File: config.mk
export PLATFORM = sky130hd
export DESIGN_NAME = ddr_powerup_seq
export DESIGN_NICKNAME = d
export VERILOG_FILES = /design/src/rtl/ddr_powerup_seq_pkg.sv /design/src/rtl/ddr_powerup_seq_ctrl.sv /design/src/rtl/ddr_powerup_seq_dp.sv /design/src/rtl/ddr_powerup_seq.sv
export SDC_FILE = /design/constraint.sdc
export NUM_CORES = 1
export LEC_CHECK = 0
export ABC_AREA = 1
export BUFFER_PORTS_ARGS = -buffer_cell sky130_fd_sc_hd__buf_4
export CORE_UTILIZATION = 45
export CTS_CLUSTER_DIAMETER = 120
export DETAILED_ROUTE_END_ITERATION = 10
export PLACE_DENSITY = 0.68
export SETUP_SLACK_MARGIN = 0.4
export SLEW_MARGIN = 5
export SYNTH_ARGS = -nofsm -noshare
export SYNTH_HDL_FRONTEND = slang
export SYNTH_HIERARCHICAL = 1
export SYNTH_SLANG_ARGS = --single-unit
File: constraint.sdc
create_clock -name clk -period 2.9 [get_ports clk]
set_input_delay 0.145 -clock clk [delete_from_list [all_inputs] [get_ports clk]]
set_output_delay 0.145 -clock clk [all_outputs]
set_load 0.01 [all_outputs]
File: src/rtl/ddr_powerup_seq_pkg.sv
package ddr_powerup_seq_pkg;

  typedef enum logic [2:0] {
    CMD_SELF_REF  = 3'd0,
    CMD_NOP       = 3'd1,
    CMD_PRECHARGE = 3'd2,
    CMD_MRS       = 3'd3,
    CMD_EMRS      = 3'd4,
    CMD_REFRESH   = 3'd6,
    CMD_NORMAL    = 3'd7
  } cmd_e;

  // strobes from control to datapath
  typedef struct packed {
    logic scanClr;  // restart the running start at zero
    logic scanEn;   // examine the addressed rank this cycle
    logic mapMode;  // place mode bits on the address
  } ctrl_strobes_t;

endpackage

File: src/rtl/ddr_powerup_seq_ctrl.sv
module ddr_powerup_seq_ctrl
  import ddr_powerup_seq_pkg::*;
#(
  parameter int NUM_RANKS     = 4,
  parameter int LONG_WAIT     = 40,
  parameter int STEP_WAIT     = 6,
  parameter int REFRESH_COUNT = 8,
  parameter logic [11:0] MRS_WORD  = 12'h06A,
  parameter logic [11:0] EMRS_WORD = 12'h000,
  localparam int RANK_W = (NUM_RANKS > 1) ? $clog2(NUM_RANKS) : 1,
  localparam int STEP_W = $clog2(7 + REFRESH_COUNT)
) (
  input  logic              clk,
  input  logic              rstN,
  input  logic              start,
  output ctrl_strobes_t     strb,
  output logic [RANK_W-1:0] rankIdx,
  output logic [10:0]       pinBits,
  output logic [2:0]        modeSel,
  output logic              busy,
  output logic              initDone
);

  localparam int MAX_WAIT = (LONG_WAIT > STEP_WAIT) ? LONG_WAIT : STEP_WAIT;
  localparam int CNT_W = $clog2(MAX_WAIT + 1);
  localparam logic [CNT_W-1:0] LONG_LOAD = CNT_W'(LONG_WAIT - 1);
  localparam logic [CNT_W-1:0] STEP_LOAD = CNT_W'(STEP_WAIT - 1);
  localparam logic [RANK_W-1:0] LAST_RANK = RANK_W'(NUM_RANKS - 1);
  localparam logic [STEP_W-1:0] S_NOP   = STEP_W'(0);
  localparam logic [STEP_W-1:0] S_PRE1  = STEP_W'(1);
  localparam logic [STEP_W-1:0] S_EMRS  = STEP_W'(2);
  localparam logic [STEP_W-1:0] S_MRS1  = STEP_W'(3);
  localparam logic [STEP_W-1:0] S_PRE2  = STEP_W'(4);
  localparam logic [STEP_W-1:0] S_CBRL  = STEP_W'(4 + REFRESH_COUNT);
  localparam logic [STEP_W-1:0] S_MRS2  = STEP_W'(5 + REFRESH_COUNT);
  localparam logic [STEP_W-1:0] S_LAST  = STEP_W'(6 + REFRESH_COUNT);
  localparam logic [11:0] DLL_RESET = 12'h100;

  typedef enum logic [1:0] {ST_IDLE, ST_ISSUE, ST_WAIT, ST_DONE} state_e;

  state_e state;
  logic [STEP_W-1:0] step;
  logic [STEP_W-1:0] nextStep;
  logic [CNT_W-1:0]  cnt;
  logic              advance;
  logic [11:0]       modeWord;

  function automatic cmd_e stepCode(input logic [STEP_W-1:0] s);
    if (s == S_NOP)                     return CMD_NOP;
    else if (s == S_PRE1 || s == S_PRE2) return CMD_PRECHARGE;
    else if (s == S_EMRS)               return CMD_EMRS;
    else if (s == S_MRS1 || s == S_MRS2) return CMD_MRS;
    else if (s <= S_CBRL)               return CMD_REFRESH;
    else                                return CMD_NORMAL;
  endfunction

  always_comb begin
    if (step == S_EMRS)      modeWord = EMRS_WORD;
    else if (step == S_MRS1) modeWord = MRS_WORD | DLL_RESET;
    else if (step == S_MRS2) modeWord = MRS_WORD;
    else                     modeWord = 12'h000;
  end

  assign pinBits      = {modeWord[11], modeWord[9:0]};
  assign nextStep     = step + STEP_W'(1);
  assign advance      = (state == ST_WAIT) && (cnt == '0);
  assign strb.scanEn  = (state == ST_ISSUE);
  assign strb.scanClr = ((state == ST_IDLE) && start) || advance;
  assign strb.mapMode = (modeSel == CMD_MRS) || (modeSel == CMD_EMRS);

  always_ff @(posedge clk) begin
    if (!rstN) begin
      state    <= ST_IDLE;
      step     <= '0;
      rankIdx  <= '0;
      cnt      <= '0;
      modeSel  <= CMD_SELF_REF;
      busy     <= 1'b0;
      initDone <= 1'b0;
    end else begin
      unique case (state)
        ST_IDLE: if (start) begin
          state   <= ST_ISSUE;
          step    <= S_NOP;
          rankIdx <= '0;
          modeSel <= CMD_NOP;
          busy    <= 1'b1;
        end
        ST_ISSUE: begin
          if (rankIdx == LAST_RANK) begin
            rankIdx <= '0;
            state   <= ST_WAIT;
            cnt     <= (step == S_NOP) ? LONG_LOAD : STEP_LOAD;
          end else begin
            rankIdx <= rankIdx + RANK_W'(1);
          end
        end
        ST_WAIT: begin
          if (cnt != '0) begin
            cnt <= cnt - CNT_W'(1);
          end else if (step == S_LAST) begin
            state    <= ST_DONE;
            busy     <= 1'b0;
            initDone <= 1'b1;
          end else begin
            step    <= nextStep;
            modeSel <= stepCode(nextStep);
            if (nextStep == S_LAST) begin
              state <= ST_WAIT;
              cnt   <= STEP_LOAD;
            end else begin
              state <= ST_ISSUE;
            end
          end
        end
        ST_DONE: state <= ST_DONE;
        default: state <= ST_IDLE;
      endcase
    end
  end

endmodule

File: src/rtl/ddr_powerup_seq_dp.sv
module ddr_powerup_seq_dp
  import ddr_powerup_seq_pkg::*;
#(
  parameter int NUM_RANKS  = 4,
  parameter int END_W      = 8,
  parameter int UNIT_SHIFT = 25,
  localparam int RANK_W = (NUM_RANKS > 1) ? $clog2(NUM_RANKS) : 1,
  localparam int ADDR_W = END_W + UNIT_SHIFT
) (
  input  logic                       clk,
  input  logic                       rstN,
  input  ctrl_strobes_t              strb,
  input  logic [RANK_W-1:0]          rankIdx,
  input  logic [10:0]                pinBits,
  input  logic [NUM_RANKS*END_W-1:0] rankEnds,
  output logic                       cmdValid,
  output logic [RANK_W-1:0]          cmdRank,
  output logic [ADDR_W-1:0]          cmdAddr
);

  logic [END_W-1:0]      endArr [NUM_RANKS];
  logic [END_W-1:0]      runStart;
  logic [END_W-1:0]      curEnd;
  logic [UNIT_SHIFT-1:0] modeOff;
  logic                  hit;

  for (genvar g = 0; g < NUM_RANKS; g++) begin : g_ends
    assign endArr[g] = rankEnds[g*END_W +: END_W];
  end

  assign curEnd = endArr[rankIdx];
  assign hit    = strb.scanEn && (curEnd > runStart);

  always_comb begin
    modeOff = '0;
    if (strb.mapMode) begin
      modeOff[13]   = pinBits[10];
      modeOff[12:3] = pinBits[9:0];
    end
  end

  always_ff @(posedge clk) begin
    if (!rstN) begin
      runStart <= '0;
      cmdValid <= 1'b0;
      cmdRank  <= '0;
      cmdAddr  <= '0;
    end else begin
      cmdValid <= hit;
      if (strb.scanClr) begin
        runStart <= '0;
      end else if (hit) begin
        runStart <= curEnd;
        cmdRank  <= rankIdx;
        cmdAddr  <= {runStart, modeOff};
      end
    end
  end

endmodule

File: src/rtl/ddr_powerup_seq.sv
module ddr_powerup_seq
  import ddr_powerup_seq_pkg::*;
#(
  parameter int NUM_RANKS     = 4,
  parameter int END_W         = 8,
  parameter int UNIT_SHIFT    = 25,
  parameter int LONG_WAIT     = 40,
  parameter int STEP_WAIT     = 6,
  parameter int REFRESH_COUNT = 8,
  parameter logic [11:0] MRS_WORD  = 12'h06A,
  parameter logic [11:0] EMRS_WORD = 12'h000,
  localparam int RANK_W = (NUM_RANKS > 1) ? $clog2(NUM_RANKS) : 1,
  localparam int ADDR_W = END_W + UNIT_SHIFT
) (
  input  logic                       clk,
  input  logic                       rstN,
  input  logic                       start,
  input  logic [NUM_RANKS*END_W-1:0] rankEnds,
  output logic [2:0]                 modeSel,
  output logic                       cmdValid,
  output logic [RANK_W-1:0]          cmdRank,
  output logic [ADDR_W-1:0]          cmdAddr,
  output logic                       busy,
  output logic                       initDone
);

  ctrl_strobes_t     strb;
  logic [RANK_W-1:0] rankIdx;
  logic [10:0]       pinBits;

  ddr_powerup_seq_ctrl #(
    .NUM_RANKS(NUM_RANKS), .LONG_WAIT(LONG_WAIT), .STEP_WAIT(STEP_WAIT),
    .REFRESH_COUNT(REFRESH_COUNT), .MRS_WORD(MRS_WORD), .EMRS_WORD(EMRS_WORD)
  ) ctrl (
    .clk(clk), .rstN(rstN), .start(start), .strb(strb), .rankIdx(rankIdx),
    .pinBits(pinBits), .modeSel(modeSel), .busy(busy), .initDone(initDone)
  );

  ddr_powerup_seq_dp #(
    .NUM_RANKS(NUM_RANKS), .END_W(END_W), .UNIT_SHIFT(UNIT_SHIFT)
  ) dp (
    .clk(clk), .rstN(rstN), .strb(strb), .rankIdx(rankIdx), .pinBits(pinBits),
    .rankEnds(rankEnds), .cmdValid(cmdValid), .cmdRank(cmdRank), .cmdAddr(cmdAddr)
  );

endmodule

# Word level (Yosys, flattened, before mapping)
# Cells that the tools add are included.
[totals] reg_bits=49 latchBits=0 mem_bits_rw=0 rom_bits=0 inputBits=35 mem_count=0
[classes] n_addsub=3 n_mul=0 div_mod_pow=0 order_cmp=3 eq_ne=23 shifts=0 n_mux=39 bitwise_logic=4 reduce_logical=23
[ops] op="$mux W6" count=5
[ops] op="$mux W12" count=2
[ops] op="$mux W3" count=7
[ops] op="$bmux W8 S2" count=1
[ops] op="$eq A4 B2 Y1 const B" count=4
[ops] op="$eq A4 B4 Y1 const B" count=4
[ops] op="$mux W8" count=2
[ops] op="$mux W2" count=7
[ops] op="$mux W4" count=3
[ops] op="$pmux W6 S2" count=1
[ops] op="$reduce_and A4 Y1" count=3
[ops] op="$mux W11" count=1
[ops] op="$ne A2 B2 Y1 const B" count=5
[ops] op="$gt A8 B8 Y1" count=1
[ops] op="$logic_not A4 Y1" count=2
[ops] op="$pmux W2 S4" count=1
[ops] op="$pmux W4 S2" count=1
[ops] op="$mux W7" count=1
[ops] op="$eq A2 B2 Y1 const B" count=3
[ops] op="$logic_not A6 Y1" count=1
[ops] op="$ne A3 B3 Y1 const B" count=2
[ops] op="$pmux W3 S2" count=1
[ops] op="$reduce_and A3 Y1" count=2
[ops] op="$reduce_bool A2 Y1" count=3
[ops] op="other kinds (21)" count=32

# Depth between registers and ports, before layout
[logic_depth] ltp_word=10 depth_mapped=18

# By module
# Netlist, hierarchy kept.
[by_module_without_submodules] module="ddr_powerup_seq_dp" instances=1 cells_each=321 area_each_um2=2023.2
[by_module_without_submodules] module="ddr_powerup_seq_ctrl" instances=1 cells_each=188 area_each_um2=1360.1

# Worst setup path after synthesis
# Ideal clock, no wire load.
[synth_timing] path_kind="register to register" from="reg ctrl.rankIdx[0]" to="reg dp.cmdAddr[10]" setup_ns=0.110 arrival_ns=1.982 required_ns=2.790 slack_ns=0.808 path_stages_with_launch=13 n_path_buf=2 synth_period_minus_slack_ns=2.092 cell_sequence="dfxtp_1 -> clkbuf_1 -> o21ai_0 -> nand2_1 -> inv_1 -> ha_1 -> nand2_1 -> nor2_1 -> a21boi_4 -> buf_2 -> nand4_1 -> nand2_1 -> nor2_1"
[synth_between] elab_chain_len=7
[synth_lines] item="start, declared" line="ddr_powerup_seq_ctrl.sv:17" rtl="output logic [RANK_W-1:0] rankIdx,"
[synth_lines] item="start signal, assigned" line="ddr_powerup_seq_ctrl.sv:95" rtl="rankIdx <= rankIdx + RANK_W'(1);"
[synth_lines] item="$not A2 Y3 (implied by the code)" line="ddr_powerup_seq_dp.sv:31" rtl="assign curEnd = endArr[rankIdx];"
[synth_lines] item="$bmux W8 S2" line="ddr_powerup_seq_dp.sv:31"
[synth_lines] item="$mux W8 (implied by the code) (2 in series)" line="ddr_powerup_seq_dp.sv:31"
[synth_lines] item="via dp.curEnd[3]" line="ddr_powerup_seq_dp.sv:23" rtl="logic [END_W-1:0] curEnd;"
[synth_lines] item="$gt A8 B8 Y1" line="ddr_powerup_seq_dp.sv:32" rtl="assign hit = strb.scanEn && (curEnd > runStart);"
[synth_lines] item="$logic_and A1 B1 Y1" line="ddr_powerup_seq_dp.sv:32"
[synth_lines] item="$reduce_and A2 Y1 (no source line)"
[synth_lines] item="end signal, assigned" line="ddr_powerup_seq_dp.sv:55" rtl="cmdAddr <= {runStart, modeOff};"
[synth_lines] item="end, declared" line="ddr_powerup_seq_dp.sv:18" rtl="output logic [ADDR_W-1:0] cmdAddr"
# The timed path passes the listed nets, and every way through them passes these cells. The select of a mux whose other input is x is not followed.
# A chain may end at the register's enable or synchronous reset.

# Worst setup path in the final report
[layout_timing] from="reg ctrl.rankIdx[0]" to="reg dp.cmdRank[1]"
[layout_between] elab_chain_len=7
[layout_lines] item="$not A2 Y3 (implied by the code)" line="ddr_powerup_seq_dp.sv:31"
[layout_lines] item="$bmux W8 S2" line="ddr_powerup_seq_dp.sv:31"
[layout_lines] item="$mux W8 (implied by the code) (2 in series)" line="ddr_powerup_seq_dp.sv:31"
[layout_lines] item="$gt A8 B8 Y1" line="ddr_powerup_seq_dp.sv:32"
[layout_lines] item="$logic_and A1 B1 Y1" line="ddr_powerup_seq_dp.sv:32"
[layout_lines] item="$reduce_and A2 Y1 (no source line)"
[layout_lines] item="end signal, assigned" line="ddr_powerup_seq_dp.sv:54" rtl="cmdRank <= rankIdx;"
[layout_lines] item="end, declared" line="ddr_powerup_seq_dp.sv:17" rtl="output logic [RANK_W-1:0] cmdRank,"
# No other way between the ends. The select of a mux whose other input is x is not followed.

==> reports/qor.csv <==
metric,value,unit
cts_sinks,49,
overflow,0,
tritoncts,built,
grt_max_degree,32,
h-tree-depth,2,
placed_area,3795,sq um
drtIter0Drc,103,
cts_buffers,5,
end_kind,register,
worstPathCellList,"clkinvlp_4, buf_2, buf_4, o21ai_0, o22a_1, ha_1, nand2_1, nor2_1, a21boi_4, buf_4, nand3_2, nand2_2, inv_1, nor2_1",
cts_root_buf,clkbuf_8,
yosys_warnings,6,
place.port_buffers,61,
skew,5.130,ps
synth_top_family_by_area,simple AND/OR/NAND/NOR gates,
globalRouteMet2Util,36.78,%
syn_area_per_cell,6.647,sq um
clk_pin_slew_worst_paths,100,ps
area_growth,20.60,%
period_minus_slack,2379,ps
fin_tns_setup,0,ps
grt_use_total,19.39,%
path_delay_family,buffers and inverters,
cp-start-kind,register,
grt_pass1_wl,12.04,mm
finalPower,1.714,mW
synth-simple-area-share,35.95,%
first_global_vias,2793,
via_count,3199,
die_w,88.71,um
busiest_layer,met2,
gp_congestion,0.9024,
drive_above_1_share,24.39,%
synthAdderAreaFrac,6.287,%
crit_type,reg -> reg,
p_leak,1.999,nW
synth_area,3383,sq um
yosysSeqAreaShare,28.99,%
grt.met1_usage,22.23,%
drc,0,
clockBufferDepth,2,
max_stage_delay,390,ps
synth.area.mux_share,0,%
nets,629,
met3_usage,4.011,%
hold_path_class,in -> reg,
diodes,0,
start_util,46.64,%
wirelength,7.722,mm
arrival,2620,ps
synth_xor_area_share,0.7396,%
rows,31,
worstPathRequired,3140,ps
crit_fanout,7,
max_cap_violations,0,
die_area,7869,sq um
cp_num_buf_inv,5,
ant_nets,0,
fp.coreArea,7253,sq um
vias_per_cell,4.725,
wire_per_inst,11.41,um
ys_ff_latch,49,
ys_types,37,
powerDensity,420.0,nW/um^2
vdd_ir_drop_max,0.4560,mV
crit_slowest_cell,dfxtp_2,
reg2reg_slack,520,ps
synth_cells,509,
status,"finished, final reports clean",
report.final.slew_viol_count,0,
hold_violations,0,
antenna_found_initial,0,
dp_hpwl,5.299,mm
first_pass_iters,4,
setup_viol,0,
insertion_delay,300,ps
die_h,88.71,um
final_util,56.25,%
synth_compound_area_share,9.911,%
rsz0062_at_grt,no,
max_freq,0.4204,GHz
top_level_ports,76,
fin_area,4080,sq um
period_share,82.03,%
-- final cells by class --
| type | count | area, sq um |
|---|---|---|
| fill | 715 | 3173 |
| tap | 99 | 123.9 |
| sequential | 49 | 983.4 |
| multi-input combinational | 350 | 1932 |
| clock inverter | 3 | 21.27 |
| timing repair buffer | 81 | 609.3 |
| clock buffer | 5 | 68.82 |
| inverter | 90 | 341.6 |
-- state kept, by name, indices dropped and copies added, names as in the netlist --
signal and count:
dp/cmdRank 2, dp/cmdValid 1, ctrl/modeSel 3, ctrl/step 4, ctrl/busy 1, dp/runStart 8
ctrl/cnt 6, ctrl/state 2, ctrl/rankIdx 2, ctrl/initDone 1, dp/cmdAddr 19
-- per-layer routing --
metal  routed length [um]  vias to the layer above
met5                    0                        -
met4                   44                        0
met3                  242                        6
met2                 4001                       58
met1                 3433                     1445
li1                     -                     1690
-- worst paths after layout --
kind,from,end,depth (start not counted)
setup / recovery,ctrl/rankIdx[0]$_SDFFE_PN0P_,dp/cmdRank[1]$_SDFFE_PN0P_,14
hold / removal,rstN,dp/cmdAddr[6]$_SDFFE_PN0P_,3
setup reg to reg,ctrl/rankIdx[0]$_SDFFE_PN0P_,dp/cmdRank[1]$_SDFFE_PN0P_,14
hold reg to reg,ctrl/initDone$_SDFFE_PN0N_,ctrl/initDone$_SDFFE_PN0N_,2
-- worst min-delay path, stage by stage --
cell     delay [ps]
buf_4           220
nand2_1         100
nor2_1           30
-- layout by cell type (no fill, tap or decap), types with 2 or more instances in the layout --
cell type	n
nand4_1	26
nand2_1	112
nand3_1	21
inv_2	6
o21ai_1	3
a21oi_2	3
conb_1	20
nor2_4	4
nand2_4	6
buf_4	78
nand2_2	15
nand3_4	3
dfxtp_2	2
a21oi_1	22
nor2_1	55
dfxtp_1	47
o21ai_0	21
nand3_2	5
clkinvlp_4	2
clkbuf_8	5
o22ai_1	3
inv_1	83
ha_1	17
-- synth_stat cells (all sizes together) --
library cell / instances / area share, %
a21boi: 1 / 0.55
a21o: 1 / 0.22
a21oi: 25 / 4.0
a31o: 1 / 0.26
a41oi: 1 / 0.26
buf: 37 / 7.5
clkbuf: 4 / 0.44
conb: 2 / 0.22
dfxtp: 49 / 29
ha: 17 / 6.3
inv: 90 / 10
nand2: 133 / 17
nand3: 27 / 5.3
nand3b: 1 / 0.22
nand4: 27 / 5.4
nor2: 61 / 8.0
nor3: 1 / 0.15
o21ai: 24 / 3.6
o21bai: 1 / 0.22
o22a: 1 / 0.26
o22ai: 3 / 0.55
xnor2: 1 / 0.48
xor2: 1 / 0.26
-- cell families (layout without fill, tap and decap cells) --
family,count (synthesis),in the layout
and+or+nand+nor,250,253
AOI/OAI and AO/OA,58,58
buffers and inverters,131,179
adders and majority gates,17,17
other,2,20
DFF,49,49
xor gates and xnor gates,2,2
-- power by group --
group          switching, mW  internal [mW]
clock                  0.241          0.172
combinational          0.324          0.233
sequential            0.0267          0.718
-- metrics by stage --
step	cells	hold slack, ps	setup slack, ps
2_1_floorplan	527	266.7	808.4
3_3_place_gp	650	446.6	399.9
3_5_place_dp	650	445.4	275.2
4_1_cts	664	221.2	419.9
5_1_grt	677	237.6	384.7
6_report	677	235.5	521.2
-- timing repair --
item	CTS	global route
hold buffers	0	0
endpoints found under the setup margin	24	30
cloned	1	2
setup buffers	5	11
pin swaps	1	4
gates resized for setup	2	10
Note: power is estimated with default switching activity, not from simulation.
